### config.mk
export PLATFORM = sky130hd
export DESIGN_NAME = prog_addr_reg
export DESIGN_NICKNAME = d
export VERILOG_FILES = /design/src/rtl/prog_addr_pkg.sv /design/src/rtl/prog_addr_ctrl.sv /design/src/rtl/prog_addr_dp.sv /design/src/rtl/prog_addr_reg.sv
export SDC_FILE = /design/constraint.sdc
export NUM_CORES = 1
export LEC_CHECK = 0
export BUFFER_PORTS_ARGS = -buffer_cell sky130_fd_sc_hd__buf_4
export CORE_ASPECT_RATIO = 1.2
export CORE_MARGIN = 2
export CORE_UTILIZATION = 45
export CTS_CLUSTER_DIAMETER = 100
export CTS_CLUSTER_SIZE = 40
export DETAILED_ROUTE_END_ITERATION = 8
export HOLD_SLACK_MARGIN = 0.1
export PLACE_DENSITY_LB_ADDON = 0.05
export RECOVER_POWER = 100
export SLEW_MARGIN = 0
export SYNTH_ARGS = -nofsm -noshare
export SYNTH_HDL_FRONTEND = slang
export SYNTH_SLANG_ARGS = --single-unit
export TNS_END_PERCENT = 20
### constraint.sdc
create_clock -name clk -period 2.18 [get_ports clk]
set_input_delay 0.327 -clock clk [delete_from_list [all_inputs] [get_ports clk]]
set_output_delay 0.327 -clock clk [all_outputs]
set_load 0.01 [all_outputs]
### src/rtl/prog_addr_pkg.sv
package prog_addr_pkg;
  // Strobes issued by the control to the datapath each cycle.
  typedef struct packed {
    logic load;   // take the written address
    logic step;   // advance by one
    logic drive;  // present the value on the read bus
  } pa_strobe_t;
endpackage

### src/rtl/prog_addr_ctrl.sv
module prog_addr_ctrl
  import prog_addr_pkg::*;
#(
  parameter int MOD_W = 5,
  parameter int IDX_W = 5,
  parameter logic [MOD_W-1:0] MY_MOD = 5'h0C,
  parameter logic [IDX_W-1:0] MY_IDX = 5'h00
) (
  input  logic             fetchStb,
  input  logic [MOD_W-1:0] regMod,
  input  logic [IDX_W-1:0] regIdx,
  input  logic             regWr,
  input  logic             regRd,
  output pa_strobe_t       strobes
);
  logic selHit;

  always_comb begin
    selHit        = (regMod == MY_MOD) && (regIdx == MY_IDX);
    strobes.load  = regWr && selHit;
    // A software jump takes precedence over the fetch increment.
    strobes.step  = fetchStb && !strobes.load;
    strobes.drive = regRd && selHit;
  end
endmodule

### src/rtl/prog_addr_dp.sv
module prog_addr_dp
  import prog_addr_pkg::*;
#(
  parameter int ADDR_W = 16,
  parameter logic [ADDR_W-1:0] RESET_VEC = 16'h8000
) (
  input  logic              clk,
  input  logic              rstN,
  input  pa_strobe_t        strobes,
  input  logic [ADDR_W-1:0] wrData,
  output logic [ADDR_W-1:0] curAddr,
  output logic [ADDR_W-1:0] rdData
);
  localparam logic [ADDR_W-1:0] ONE = ADDR_W'(1);

  logic [ADDR_W-1:0] addrQ;
  logic [ADDR_W-1:0] addrNext;

  always_comb begin
    addrNext = addrQ;
    if (strobes.load)      addrNext = wrData;
    else if (strobes.step) addrNext = addrQ + ONE;  // wraps silently
  end

  always_ff @(posedge clk) begin
    if (!rstN) addrQ <= RESET_VEC;
    else       addrQ <= addrNext;
  end

  assign curAddr = addrQ;
  assign rdData  = strobes.drive ? addrQ : '0;
endmodule

### src/rtl/prog_addr_reg.sv
module prog_addr_reg
  import prog_addr_pkg::*;
#(
  parameter int ADDR_W = 16,
  parameter int MOD_W  = 5,
  parameter int IDX_W  = 5,
  parameter logic [MOD_W-1:0]  MY_MOD    = 5'h0C,
  parameter logic [IDX_W-1:0]  MY_IDX    = 5'h00,
  parameter logic [ADDR_W-1:0] RESET_VEC = 16'h8000
) (
  input  logic              clk,
  input  logic              rstN,
  input  logic              fetchStb,
  input  logic [MOD_W-1:0]  regMod,
  input  logic [IDX_W-1:0]  regIdx,
  input  logic              regWr,
  input  logic [ADDR_W-1:0] regWrData,
  input  logic              regRd,
  output logic [ADDR_W-1:0] fetchAddr,
  output logic [ADDR_W-1:0] regRdData
);
  pa_strobe_t strobes;

  prog_addr_ctrl #(
    .MOD_W(MOD_W), .IDX_W(IDX_W), .MY_MOD(MY_MOD), .MY_IDX(MY_IDX)
  ) u_ctrl (
    .fetchStb(fetchStb), .regMod(regMod), .regIdx(regIdx),
    .regWr(regWr), .regRd(regRd), .strobes(strobes)
  );

  prog_addr_dp #(
    .ADDR_W(ADDR_W), .RESET_VEC(RESET_VEC)
  ) u_dp (
    .clk(clk), .rstN(rstN), .strobes(strobes), .wrData(regWrData),
    .curAddr(fetchAddr), .rdData(regRdData)
  );
endmodule

## Word-level counts from Yosys, hierarchy flattened

Index checks and enable logic that the tools add are counted.

| operators by class | value |
|---|---|
| reduce and logical (&&, ||, !) cells | 7 |
| mux-type cells | 3 |
| add/sub/neg operators | 1 |
| eq/ne operators | 1 |

Operator list:

| kind | count |
|---|---|
| 16-bit 2-to-1 mux | 3 |
| 16-bit by 1-bit adder with 16-bit output, second input constant | 1 |
| 5-bit by 4-bit == test with 1-bit output, second input constant | 1 |
| 5-bit logical NOT | 1 |
| 1-bit logical AND | 4 |
| 2-bit nonzero test | 1 |
| 1-bit logical NOT | 1 |

| word-level totals | value |
|---|---|
| bits in registers | 16 |
| word-level logic and storage cells | 13 |

## Longest topological paths before layout

| logic depth | value |
|---|---|
| depth in word-level cells | 7 |
| gate-level depth with buffers | 6 |
| gate-level depth less buffers | 5 |

## By module

A second synthesis with hierarchy kept.

| second synthesis, totals | value |
|---|---|
| cells, all modules | 127 |
| area, all modules | 1027.2 um2 |

Modules (own cells, without submodules):

| module | area each (um2) | instances | sequential area each (um2) | cells an instance |
|---|---|---|---|---|
| prog_addr_dp | 973.4 | 1 | 320.3 | 119 |
| prog_addr_ctrl | 53.8 | 1 | 0.0 | 8 |

## Worst setup path after synthesis

No wires, ideal clock.

| path | value |
|---|---|
| kind | input to output |
| from | input regMod[4] |
| to | output regRdData[6] |
| slack | 484 ps |
| data arrival time | 1369 ps |
| data required time | 1853 ps |
| stages | 5 |
| path buffers | 2 |
| path through | nor4_1 > and3_1 > buf_2 > clkbuf_1 > and3_2 |

| on the way | value |
|---|---|
| word-level cells in the longest chain between the ends | 4 |

RTL lines:

| item | RTL line | source |
|---|---|---|
| from (decl) | prog_addr_reg.sv:14 | `input logic [MOD_W-1:0] regMod,` |
| 5-bit by 4-bit == test with 1-bit output | prog_addr_ctrl.sv:19 | `selHit = (regMod == MY_MOD) && (regIdx == MY_IDX);` |
| 1-bit logical AND | prog_addr_ctrl.sv:19 |  |
| 1-bit logical AND | prog_addr_ctrl.sv:23 | `strobes.drive = regRd && selHit;` |
| 16-bit 2-to-1 mux | prog_addr_dp.sv:31 | `assign rdData = strobes.drive ? addrQ : '0;` |
| to (decl) | prog_addr_reg.sv:20 | `output logic [ADDR_W-1:0] regRdData` |

No other way between the ends.

## Worst setup path after layout

Same ends and word-level chain as after synthesis.

==> Implementation_results.wiki <==
{| class="wikitable"
! Metric !! Value
|-
| Outcome || completed
|-
| Largest buffer count on any clock path || 2
|-
| Insertion delay to the later sink of the worst-skew pair || 0.29 ns
|-
| Chip Height || 55.28 um
|-
| Most used standard cells in the synthesized netlist || and3_1, dfxtp_1, xnor2_1
|-
| Topmost layer with routed signal wires || met4
|-
| Number of search-and-repair iterations in the first detailed-routing pass || 4
|-
| Hold-fix buffer count after cts || 0
|-
| Total global routing track utilization || 0.2377
|-
| Final core occ || 0.6685
|-
| Register bit count reported by yosys || 16
|-
| Layout cells sized above 1 || 0.2043
|-
| Detailed router's first-iteration violation count || 23
|-
| Area after DPL || 1471 um^2
|-
| Critical path origin || regMod[4]
|-
| Maxcap violations || 0
|-
| Worst rel slew slack || 0.6558
|-
| Leakage power of the design || 0.5673 nW
|-
| Post-cts sizing count || 0
|-
| Dominant cell type by area after synthesis || dfxtp_1
|-
| Ys flop type || dfxtp_1
|-
| Worst Hold Class || primary input to flip-flop
|-
| Mapped cell area || approximately 1000 um^2
|-
| Worst Max-Slew Pin Slew || between 0.5 and 0.6 ns
|-
| Maximum number of pins on one net before global-route repair || 19
|-
| H-tree level count || 1
|-
| Multi-input logic area || 615.6 um^2
|-
| Power density over the cells || approximately 420 nW/um^2
|-
| Cell area after layout || 1385 um^2
|-
| Fraction of synthesis flops using an asynchronous set or reset pin || 0
|-
| Required time reported for the critical path endpoint || 1.85 ns
|-
| Number of global-route vias before repair || approximately 1.2k
|-
| HP Start || regWrData[8]
|-
| Distinct cells, synth || 27
|-
| Start-to-end type of the worst setup path || primary input to primary output
|-
| Post-detailed-route DRC marker count || 0
|-
| Wirelength, routed || about 3 mm
|-
| Reg2Reg Launch Point || u_dp.curAddr[0]
|-
| Mean post-synth cell area || 7.888 um^2
|-
| Die Wd || 46.73 um
|-
| Post-DR vias/cell || 5.375
|-
| Routability congestion estimate || 0.8306
|-
| Cell with the largest stage delay on the worst path || nor4_1
|-
| Grt ovf || 0
|-
| CP Cell Sequence || buf_4 -> nor4_1 -> and3_1 -> buf_4 -> and3_2 -> clkbuf_1
|-
| Footprint of the flip-flops and latches || ~320 um^2
|-
| Buffers inserted by post-CTS timing repair || 0
|-
| Number of flip-flops in the largest register || 16
|-
| Average routed wire per standard cell || 13.73 um
|-
| Met2 routed wirelength || 1.562 mm
|-
| Setup TNS Final || 0 ns
|-
| Number of hold violations in the final report || 0
|-
| Number of slew-limit violations in the final report || 0
|-
| Endpoint class of the critical path || primary output
|-
| Maximum fanout encountered on the critical timing path || 17
|-
| Register-to-Register Setup Slack || between 0.5 and 0.6 ns
|-
| Cell types occupying the most area after synthesis || dfxtp_1, and3_1, xnor2_1, a21oi_1, o21ai_0
|-
| Warnings, synthesis || 0
|-
| Fraction of the yosys area taken by sequential cells || 0.3249
|-
| Die Outline Area || 2583 um^2
|-
| Routed via count || around 1.2k
|-
| Post-Layout Cell Count || 216
|-
| Clock slew at the register clock pins of the worst setup and hold paths || 0.10 ns
|-
| Wire length of the first global-routing pass || roughly 4.8 mm
|-
| Final setup violation count || 0
|-
| Fmax || ~540 MHz
|-
| Root Buffer Master || clkbuf_4
|-
| Worst supply voltage drop on vdd || between 0.3 and 0.4 mV
|-
| EDFF count, synth || 0
|-
| Number of instances in the synthesized netlist || 125
|-
| Number of CTS-inserted buffers || 3
|-
| Fraction of synthesized cell area taken by the top area cell type || 0.3249
|-
| CP Launch Type || primary input
|-
| Core Box Area || about 2100 um^2
|-
| Most frequent CP cell || buf_4
|-
| Floorplan row count || 18
|-
| Fill cell total of the finished layout || 228
|-
| Layout Nets || approximately 220
|-
| Wire length on met3 || 173 um
|-
| Net Count, Synth || 157
|-
| Final min period || 1.842 ns
|-
| Share of the clock period used by the worst path after layout || 0.8449
|-
| Clock tree from TritonCTS || built
|-
| Antenna violations before repair || 0
|-
| Count of clock tree sinks || 16
|-
| Area added between synthesis and finish || 40.48%
|-
| Critical path data arrival time || between 1.5 and 2 ns
|-
| Final antenna diode count || 0
|-
| HPWL after detailed placement || 2.171 mm
|-
| Detailed-routing wirelength on met1 || approximately 1.2 mm
|-
| I/O pin total || 63
|-
| Placed instance count || around 210
|-
| Port bufs || 62
|-
| Slowest Stage Delay on Critical Path || between 0.3 and 0.4 ns
|-
| Initial Utilization || 0.4758
|-
| Antenna-violating nets left || 0
|-
| Clk_skew || 0.001496 ns
|-
| Setup repair after global routing missed its margin || no
|}
critical path, delay by kind of cell:
| family | cells | cell delay [ns] |
|---|---|---|
| simple gates | 3 | 0.74 |
| buf+inv | 3 | 0.45 |
cells in the final DEF (no fill, tap or decap), drive strengths merged, types with 2 or more instances in the layout:
| master | n |
|---|---|
| a211oi | 6 |
| a21oi | 9 |
| and3 | 17 |
| buf | 31 |
| clkbuf | 37 |
| dfxtp | 16 |
| inv | 4 |
| nand2 | 6 |
| nand3 | 5 |
| nand4 | 5 |
| nor2 | 9 |
| nor3 | 6 |
| nor4 | 4 |
| nor4b | 2 |
| o21ai | 9 |
| xnor2 | 11 |
| xor2 | 3 |
final timing paths:
check	end	cells past startpoint
hold / removal	u_dp.curAddr[8]	3
setup / recovery	regRdData[6]	6
hold reg to reg	u_dp.curAddr[13]	2
setup reg to reg	u_dp.curAddr[14]	5
metal layers:
layer | GRT usage | vias to the layer above
li1 | - | 580
met3 | 0.03922 | 4
met5 | 0 | -
met4 | 0.08730 | 0
met1 | 0.2684 | 536
met2 | 0.4226 | 41
report_power, final:
part           switching (mW)  internal, mW  total, mW
Clock                   0.103         0.102      0.205
Sequential            0.00663         0.296      0.303
Combinational          0.0285        0.0454     0.0739
Total                   0.138         0.443      0.582
cell families (layout without fill, tap and decap cells):
| logic type | after synthesis | in the layout | synth area share |
|---|---|---|---|
| simple gates | 57 | 57 | 0.3312 |
| compound gates | 25 | 25 | 0.1485 |
| flops | 16 | 16 | 0.3249 |
| xor+xnor | 14 | 14 | 0.1244 |
| buf+inv | 11 | 72 | 0.04822 |
| fa+ha+maj | 1 | 1 | 0.01269 |
| mux | 1 | 1 | 0.01015 |
final cells by class:
class | count | share of cell area
multi-input combinational | 98 | 0.4444
timing repair buffer | 64 | 0.2602
sequential | 16 | 0.2313
tap | 30 | 0.02710
clock buffer | 4 | 0.02620
inverter | 4 | 0.01084
stage by stage:
step / hold WS (ns) / total power [mW] / worst slack [ns]
finish: 0.3167 / 0.5815 / 0.3381
global route: 0.3239 / 0.6059 / 0.1580
CTS: 0.3147 / 0.5865 / 0.3565
detailed placement: 0.5806 / 0.3874 / 0.3564
global placement: 0.5788 / 0.3845 / 0.4124
floorplan: 0.5035 / 0.3339 / 0.4842
No activity file was read; power rests on OpenSTA's default activity.
